$ cat config.mk
export PLATFORM = sky130hd
export DESIGN_NAME = sipo_strobe_latch
export DESIGN_NICKNAME = d
export VERILOG_FILES = /design/src/rtl/sipo_pkg.sv /design/src/rtl/sipo_sync.sv /design/src/rtl/sipo_shift.sv /design/src/rtl/sipo_store.sv /design/src/rtl/sipo_strobe_latch.sv
export SDC_FILE = /design/constraint.sdc
export NUM_CORES = 1
export LEC_CHECK = 0
export ABC_AREA = 1
export BUFFER_PORTS_ARGS = -buffer_cell sky130_fd_sc_hd__buf_2
export CAP_MARGIN = 10
export CORE_UTILIZATION = 45
export CTS_CLUSTER_SIZE = 16
export DETAILED_ROUTE_END_ITERATION = 6
export HOLD_SLACK_MARGIN = 0.15
export PLACE_DENSITY = 0.65
export SLEW_MARGIN = 40
export SYNTH_ARGS = -nofsm -noshare
export SYNTH_HDL_FRONTEND = slang
export SYNTH_SLANG_ARGS = --single-unit
$ cat constraint.sdc
create_clock -name clk -period 2.4 [get_ports clk]
set_clock_uncertainty 0.05 [all_clocks]
set_input_delay 0.12 -clock clk [delete_from_list [all_inputs] [get_ports clk]]
set_output_delay 0.12 -clock clk [all_outputs]
set_load 0.01 [all_outputs]
$ cat src/rtl/sipo_pkg.sv
package sipo_pkg;

    localparam int WIDTH_MIN = 8;
    localparam int WIDTH_MAX = 24;

    // The four asynchronous control pins, carried together.
    typedef struct packed {
        logic sclk;
        logic sdat;
        logic strb_n;
        logic clr_n;
    } pin_t;

    localparam pin_t PIN_IDLE = '{sclk: 1'b0, sdat: 1'b0, strb_n: 1'b1, clr_n: 1'b1};

    // State of the storage stage.
    typedef enum logic [1:0] {
        LM_HOLD  = 2'd0,
        LM_OPEN  = 2'd1,
        LM_CLEAR = 2'd2
    } latch_mode_e;

    // Clear has priority over the strobe.
    function automatic latch_mode_e latch_mode(input logic strb_n, input logic clr_n);
        if (!clr_n)       return LM_CLEAR;
        else if (!strb_n) return LM_OPEN;
        else              return LM_HOLD;
    endfunction

endpackage

$ cat src/rtl/sipo_sync.sv
module sipo_sync #(
    parameter int          N       = 4,
    parameter int          STAGES  = 2,
    parameter logic [N-1:0] RST_VAL = '0
) (
    input  logic         clk,
    input  logic         rst,
    input  logic [N-1:0] d_i,
    output logic [N-1:0] q_o
);
    logic [N-1:0] stg [STAGES];

    always_ff @(posedge clk) begin
        if (rst) stg[0] <= RST_VAL;
        else     stg[0] <= d_i;
    end

    for (genvar s = 1; s < STAGES; s++) begin : g_stage
        always_ff @(posedge clk) begin
            if (rst) stg[s] <= RST_VAL;
            else     stg[s] <= stg[s-1];
        end
    end

    assign q_o = stg[STAGES-1];
endmodule

$ cat src/rtl/sipo_shift.sv
module sipo_shift #(
    parameter int WIDTH = 12
) (
    input  logic             clk,
    input  logic             rst,
    input  logic             sclk_i,
    input  logic             sdat_i,
    output logic [WIDTH-1:0] shift_q_o,
    output logic             rise_o
);
    logic sclk_d;

    always_ff @(posedge clk) begin
        if (rst) sclk_d <= 1'b0;
        else     sclk_d <= sclk_i;
    end

    assign rise_o = sclk_i & ~sclk_d;

    always_ff @(posedge clk) begin
        if (rst)         shift_q_o <= '0;
        else if (rise_o) shift_q_o <= {shift_q_o[WIDTH-2:0], sdat_i};
    end
endmodule

$ cat src/rtl/sipo_store.sv
module sipo_store
    import sipo_pkg::*;
#(
    parameter int WIDTH = 12
) (
    input  logic             clk,
    input  logic             rst,
    input  logic [WIDTH-1:0] shift_q_i,
    input  logic             strb_n_i,
    input  logic             clr_n_i,
    output logic [WIDTH-1:0] par_q_o
);
    logic [WIDTH-1:0] lat_q;
    latch_mode_e      mode;

    assign mode = latch_mode(strb_n_i, clr_n_i);

    // Output side of the latch: open lets the shift word straight through.
    always_comb begin
        unique case (mode)
            LM_CLEAR: par_q_o = '1;
            LM_OPEN:  par_q_o = shift_q_i;
            default:  par_q_o = lat_q;
        endcase
    end

    // Stored side: keeps whatever was last passed through.
    always_ff @(posedge clk) begin
        if (rst) lat_q <= '1;
        else begin
            unique case (mode)
                LM_CLEAR: lat_q <= '1;
                LM_OPEN:  lat_q <= shift_q_i;
                default:  lat_q <= lat_q;
            endcase
        end
    end
endmodule

$ cat src/rtl/sipo_strobe_latch.sv
module sipo_strobe_latch
    import sipo_pkg::*;
#(
    parameter int WIDTH       = 12,
    parameter int SYNC_STAGES = 2
) (
    input  logic             clk,
    input  logic             rst,
    input  logic             ser_clk_i,
    input  logic             ser_data_i,
    input  logic             strobe_n_i,
    input  logic             clear_n_i,
    output logic [WIDTH-1:0] par_q_o,
    output logic             cascade_o
);
    localparam int PIN_W = $bits(pin_t);

    pin_t             pin_raw;
    pin_t             pin_syn;
    logic [WIDTH-1:0] shift_q;
    logic             rise;

    assign pin_raw = '{sclk: ser_clk_i, sdat: ser_data_i,
                       strb_n: strobe_n_i, clr_n: clear_n_i};

    sipo_sync #(
        .N       (PIN_W),
        .STAGES  (SYNC_STAGES),
        .RST_VAL (PIN_IDLE)
    ) u_sync (
        .clk (clk),
        .rst (rst),
        .d_i (pin_raw),
        .q_o (pin_syn)
    );

    sipo_shift #(.WIDTH(WIDTH)) u_shift (
        .clk       (clk),
        .rst       (rst),
        .sclk_i    (pin_syn.sclk),
        .sdat_i    (pin_syn.sdat),
        .shift_q_o (shift_q),
        .rise_o    (rise)
    );

    sipo_store #(.WIDTH(WIDTH)) u_store (
        .clk       (clk),
        .rst       (rst),
        .shift_q_i (shift_q),
        .strb_n_i  (pin_syn.strb_n),
        .clr_n_i   (pin_syn.clr_n),
        .par_q_o   (par_q_o)
    );

    assign cascade_o = shift_q[WIDTH-1];
endmodule

==> impl_metrics.env, run 1 <==
export IMPL_power_leakage_nw=0.709
export IMPL_cts_htree_levels=2
export IMPL_grt_busiest_layer="met2"
export IMPL_relSlewSlack_pct=50.1
export IMPL_dp_hpwl_microns=1610
export IMPL_routedWlPerCell_microns=10.3
export IMPL_vias_per_cell=4.73
export IMPL_fill_cells=272
export IMPL_setup_viol=0
export IMPL_cts_path_max_buffers=2
export IMPL_globalplace_congestion=0.711
export IMPL_rsz0062_at_grt="no"
export IMPL_p_clk_share_pct=37.3
export IMPL_synth_cell_type_count=12
export IMPL_synth_cells=181
export IMPL_synth_top_area_share_pct=49.2
export IMPL_grt_max_degree=25
export IMPL_num_antenna_cells=0
export IMPL_wl_microns=2440
export IMPL_clkSlewWorstSetupHoldPaths_ps=100
export IMPL_overflow=0
export IMPL_core_sq_mm=0.00278
export IMPL_pwr_share_seq_pct=52.4
export IMPL_power_total_mw=1.13
export IMPL_hold_viol_final=0
export IMPL_post_route_period_util_pct=77.1
export IMPL_rows=19
export IMPL_fin_nets=211
export IMPL_synth_top_cell_by_area="dfxtp_1"
export IMPL_die_area_sq_mm=0.00321
export IMPL_netSwitchingFraction_pct=22.4
export IMPL_drt_iter0_markers=28
export IMPL_mostFrequentLayoutCells="nand2_1 (36), dfxtp_1 (33), inv_1 (30), nor2_1 (29), nand3_1 (23)"
export IMPL_met3_usage_pct=4.84
export IMPL_r2r_worst_path_cells=4
export IMPL_grt_pass1_wl_microns=4310
export IMPL_grt_usage_pct=17.7
export IMPL_cts_buffers=5
export IMPL_powerDensity_mw_per_mm2=715
export IMPL_cts_root_buf="clkbuf_4"
export IMPL_grt_pass1_vias=1088
export IMPL_dp_cells=220
export IMPL_reg2reg_slack_ps=1030
export IMPL_cts_sinks=33
export IMPL_synth_yosys_seq_area_share_pct=49.2
export IMPL_clk_latency_ps=310
export IMPL_cp_arrival_ps=1680
export IMPL_post_cts_setup_buffers=0
export IMPL_cts_tree="done"
export IMPL_drive_gt1_share_pct=15.5
export IMPL_tightest_slew_ps=748
export IMPL_synth_area_sq_mm=0.00134
export IMPL_io_buffers=18
export IMPL_globalRouteMet2Util_pct=29.7
export IMPL_end_kind="primary output"
export IMPL_peakVddDrop_mv=0.680
export IMPL_syn_area_per_cell_sq_um=7.42
export IMPL_die_h_microns=56.6
export IMPL_p_int_uw=875
export IMPL_cap_violations=0
export IMPL_final_common_cell="nand2_1"
export IMPL_synth_seq_cells=33
export IMPL_status="complete, no violations"
export IMPL_hp_class="flip-flop to flip-flop"
export IMPL_cts_resized=0
export IMPL_num_io_pins=19
export IMPL_synth_area_leaders="dfxtp_1 (49%), nand2_1 (10%), nand3_1 (8.6%), inv_1 (8.4%), nor2_1 (8.1%)"
export IMPL_fin_tns_setup_ps=0
export IMPL_fin_crit_ps=1850
export IMPL_worstPathMaxFanout=13
export IMPL_drc_errors=0
export IMPL_whs_path_depth=2
export IMPL_die_w_microns=56.6
export IMPL_p_comb_share_pct=10.3
export IMPL_met1_usage_pct=19.4
export IMPL_antenna_found_initial=0
export IMPL_worstSetupPathType="flip-flop to primary output"
export IMPL_drtAntennaViolNets=0
export IMPL_syn_nets=187
export IMPL_synthToLayoutAreaGrowth_pct=17.4
export IMPL_slew_viol_final=0
export IMPL_via_count=1122
export IMPL_post_route_util_pct=56.7
export IMPL_firstDrtPassIters=4
export IMPL_fmax_ghz=0.541
export IMPL_yosysWarnings=0
export IMPL_start_util_pct=48.3
export IMPL_required_ps=2230
export IMPL_switchingPower_uw=253
export IMPL_final_cells=237
export IMPL_start_kind="flip-flop"
==> per-stage QoR <==
| step | hold slack (ps) | instance area (sq um) | worst slack (ps) |
|---|---|---|---|
| 2_1_floorplan | 174 | 1340 | 1450 |
| 3_3_place_gp | 257 | 1400 | 988 |
| 3_5_place_dp | 254 | 1400 | 910 |
| 4_1_cts | 363 | 1580 | 540 |
| 5_1_grt | 388 | 1580 | 359 |
| 6_report | 361 | 1580 | 550 |
==> path summary, 6_finish.rpt <==
check | start | end
worst max-delay path | u_sync.stg[1][1] | par_q_o[5]
worst min register to register | u_sync.stg[0][2] | u_sync.stg[1][2]
worst max register to register | u_sync.stg[1][1] | u_store.lat_q[1]
worst min-delay path | u_sync.stg[0][2] | u_sync.stg[1][2]
==> synth_stat cells <==
| cell type | count |
|---|---|
| nor2_4 | 1 |
| nand2_1 | 36 |
| nand3b_1 | 13 |
| inv_2 | 2 |
| or2_2 | 4 |
| nor2_1 | 29 |
| buf_2 | 5 |
| buf_4 | 3 |
| inv_1 | 30 |
| buf_6 | 2 |
| dfxtp_1 | 33 |
| nand3_1 | 23 |
==> sequential cells by signal (all words and copies together), names as in the netlist <==
register	flops
u_sync.stg	8
u_shift.sclk_d	1
u_store.lat_q	12
u_shift.shift_q_o	12
==> worst max-delay path: stages, from the launching register on <==
cell	delay, ps
dfxtp_1	640
inv_1	310
nand3_1	160
nand2_1	90
inv_1	60
buf_2	110
==> cell families after synthesis <==
family / synth area share, %
AND/OR/NAND/NOR: 36.7
flip-flops: 49.2
buffers and inverters: 14.2
==> per-layer routing <==
metal  wire length (microns)  vias up
met5                       0        -
met4                      58        0
met3                      85        8
met2                    1190       26
met1                    1110      500
li1                        -      588
==> power groups by stage <==
stage	Clock (mW)	Sequential (mW)	Combinational, mW
after global placement	0	0.602	0.103
after global routing	0.463	0.594	0.133
final	0.421	0.591	0.116
after floorplan	0	0.594	0.0881
after CTS	0.436	0.591	0.118
after detailed placement	0	0.603	0.106
==> what timing repair did <==
item,in CTS,in global routing
endpoints found under the setup margin,0,0
hold endpoints to repair,9,0
hold buffers,9,0
==> layout make-up <==
cell class                 count  area, sq um  share of cell area (%)
timing repair buffer          27          180                    11.4
multi-input combinational    106          493                    31.2
clock inverter                 1         30.0                    1.90
sequential                    33          661                    41.9
clock buffer                   7         55.1                    3.49
inverter                      32          120                    7.61
tap                           31         38.8                    2.46
No activity file was read; power rests on OpenSTA's default activity.
==> run 2: changes to the inputs <==
Settings changed: PLACE_DENSITY 0.65 to 0.68.
Clock period 2.4 ns to 1.6 ns, I/O delays scaled along.
==> impl_metrics.env, run 2 (synthesis results as in run 1) <==
export IMPL_grt_pass1_wl_microns=4140
export IMPL_cts_path_max_buffers=2
export IMPL_dpl_worst_slack_ps=534
export IMPL_cts_tree="done"
export IMPL_netSwitchingFraction_pct=24.6
export IMPL_cts_htree_levels=2
export IMPL_die_w_microns=56.6
export IMPL_grt_pass1_vias=1033
export IMPL_globalplace_congestion=0.775
export IMPL_via_count=1127
export IMPL_post_cts_setup_buffers=0
export IMPL_hold_viol_final=0
export IMPL_multi_input_area_sq_um=493
export IMPL_reg2reg_to="u_shift.shift_q_o[2]"
export IMPL_io_buffers=18
export IMPL_wl_microns=2370
export IMPL_tightest_slew_ps=376
export IMPL_core_sq_mm=0.00278
export IMPL_r2r_start="u_shift.sclk_d"
export IMPL_start_util_pct=48.3
export IMPL_placed_cell_area_sq_mm=0.00143
export IMPL_start_kind="input port"
export IMPL_hold_end="u_sync.stg[1][3]"
export IMPL_clkSlewWorstSetupHoldPaths_ps=90
export IMPL_dp_hpwl_microns=1590
export IMPL_cts_buffers=5
export IMPL_status="complete, no violations"
export IMPL_final_common_cell="nand2_1"
export IMPL_firstDrtPassIters=4
export IMPL_whs_path_depth=2
export IMPL_cts_resized=0
export IMPL_rows=19
export IMPL_reg_top3="u_shift.shift_q_o: 12 flops, u_store.lat_q: 12 flops, u_sync.stg: 8 flops"
export IMPL_fin_crit_ps=1480
export IMPL_die_area_sq_mm=0.00321
export IMPL_mostFrequentLayoutCells="nand2_1 (36), dfxtp_1 (33), inv_1 (30), nor2_1 (29), nand3_1 (23)"
export IMPL_required_ps=1760
export IMPL_design_area_sq_mm=0.00157
export IMPL_worstPathMaxFanout=10
export IMPL_fin_nets=214
export IMPL_grt_max_degree=25
export IMPL_drc_errors=0
export IMPL_cts_sinks=33
export IMPL_peakVddDrop_mv=0.740
export IMPL_die_h_microns=56.6
export IMPL_grt_usage_pct=16.9
export IMPL_cts_root_buf="clkbuf_4"
export IMPL_dr_wl_met2_microns=1140
export IMPL_routedWlPerCell_microns=9.91
export IMPL_p_comb_share_pct=12.5
export IMPL_worst_hold_slack_ps=360
export IMPL_timing_final_ws_setup_ps=122
export IMPL_fill_cells=278
export IMPL_post_route_period_util_pct=92.4
export IMPL_antenna_found_initial=0
export IMPL_dp_cells=223
export IMPL_powerDensity_mw_per_mm2=972
export IMPL_vias_per_cell=4.72
export IMPL_regArea_sq_um=661
export IMPL_hp_class="flip-flop to flip-flop"
export IMPL_wl_met1_microns=1070
export IMPL_final_cells=239
export IMPL_synthToLayoutAreaGrowth_pct=16.9
export IMPL_cap_violations=0
export IMPL_post_route_util_pct=56.5
export IMPL_fmax_ghz=0.676
export IMPL_switchingPower_uw=376
export IMPL_worstSetupPathType="input port to flip-flop"
export IMPL_num_io_pins=19
export IMPL_end_kind="flip-flop"
export IMPL_power_total_mw=1.53
export IMPL_cp_arrival_ps=1640
export IMPL_overflow=0
export IMPL_relSlewSlack_pct=74.9
export IMPL_dr_max_layer_used="met4"
export IMPL_num_antenna_cells=0
export IMPL_rsz0062_at_grt="no"
export IMPL_p_int_mw=1.15
export IMPL_pwr_share_seq_pct=57.2
export IMPL_drive_gt1_share_pct=16.3
export IMPL_fin_tns_setup_ps=0
export IMPL_drt_iter0_markers=36
export IMPL_reg2reg_slack_ps=580
export IMPL_slew_viol_final=0
export IMPL_min_from="u_sync.stg[0][3]"
export IMPL_drtAntennaViolNets=0
export IMPL_wl_met3_microns=80
export IMPL_clk_latency_ps=320
export IMPL_setup_viol=0
export IMPL_r2r_worst_path_cells=4
export IMPL_p_clk_share_pct=30.3
export IMPL_power_leakage_nw=0.709
[run 2: changes by cell type in the layout (fill, tap and decap cells not counted), sizes merged]
cell | previous run | this run
bufinv | 1 | 0
buf | 18 | 21
[run 2: layer usage]
layer / track usage, % / up-vias
li1: - / 598
met1: 19.8 / 500
met2: 27.2 / 20
met3: 4.84 / 9
met4: 9.76 / 0
met5: 0 / -
[run 2: cell type report]
| type | count | share of cell area [%] |
|---|---|---|
| clock buffers | 7 | 3.51 |
| inverters | 32 | 7.65 |
| multi-input cells | 106 | 31.4 |
| flip-flops and latches | 33 | 42.1 |
| well taps | 31 | 2.47 |
| repair buffers | 30 | 12.9 |
[run 2: worst max-delay path by stage]
| stage | to | start | slack, ps | depth (start not counted) |
|---|---|---|---|---|
| 6_report | u_sync.stg[0][0] | rst | 120 | 4 |
| 5_1_grt | par_q_o[0] | u_sync.stg[1][1] | 40 | 5 |
| 4_1_cts | u_sync.stg[0][1] | rst | 150 | 4 |
| 3_5_place_dp | par_q_o[1] | u_sync.stg[1][1] | 530 | 5 |
| 3_3_place_gp | par_q_o[6] | u_sync.stg[1][1] | 550 | 5 |
| 2_1_floorplan | u_store.lat_q[0] | u_sync.stg[1][1] | 680 | 5 |
[run 2: power groups by stage]
stage                     clock, mW  sequential [mW]  combinational, mW
after floorplan                   0            0.891              0.132
after global placement            0            0.891              0.171
after detailed placement          0            0.892              0.175
after CTS                     0.478            0.873              0.192
after global routing          0.517            0.878              0.217
final                         0.463            0.873              0.190
[run 2: repair_timing]
action / in CTS / in global routing
endpoints found under the setup margin: 0 / 0
hold endpoints to repair: 9 / 0
hold buffers: 9 / 0
[run 2: critical path, stage by stage]
cell and delay [ps]:
dlygate4sd3_1 540, buf_2 170, or2_2 300, dlygate4sd3_1 560
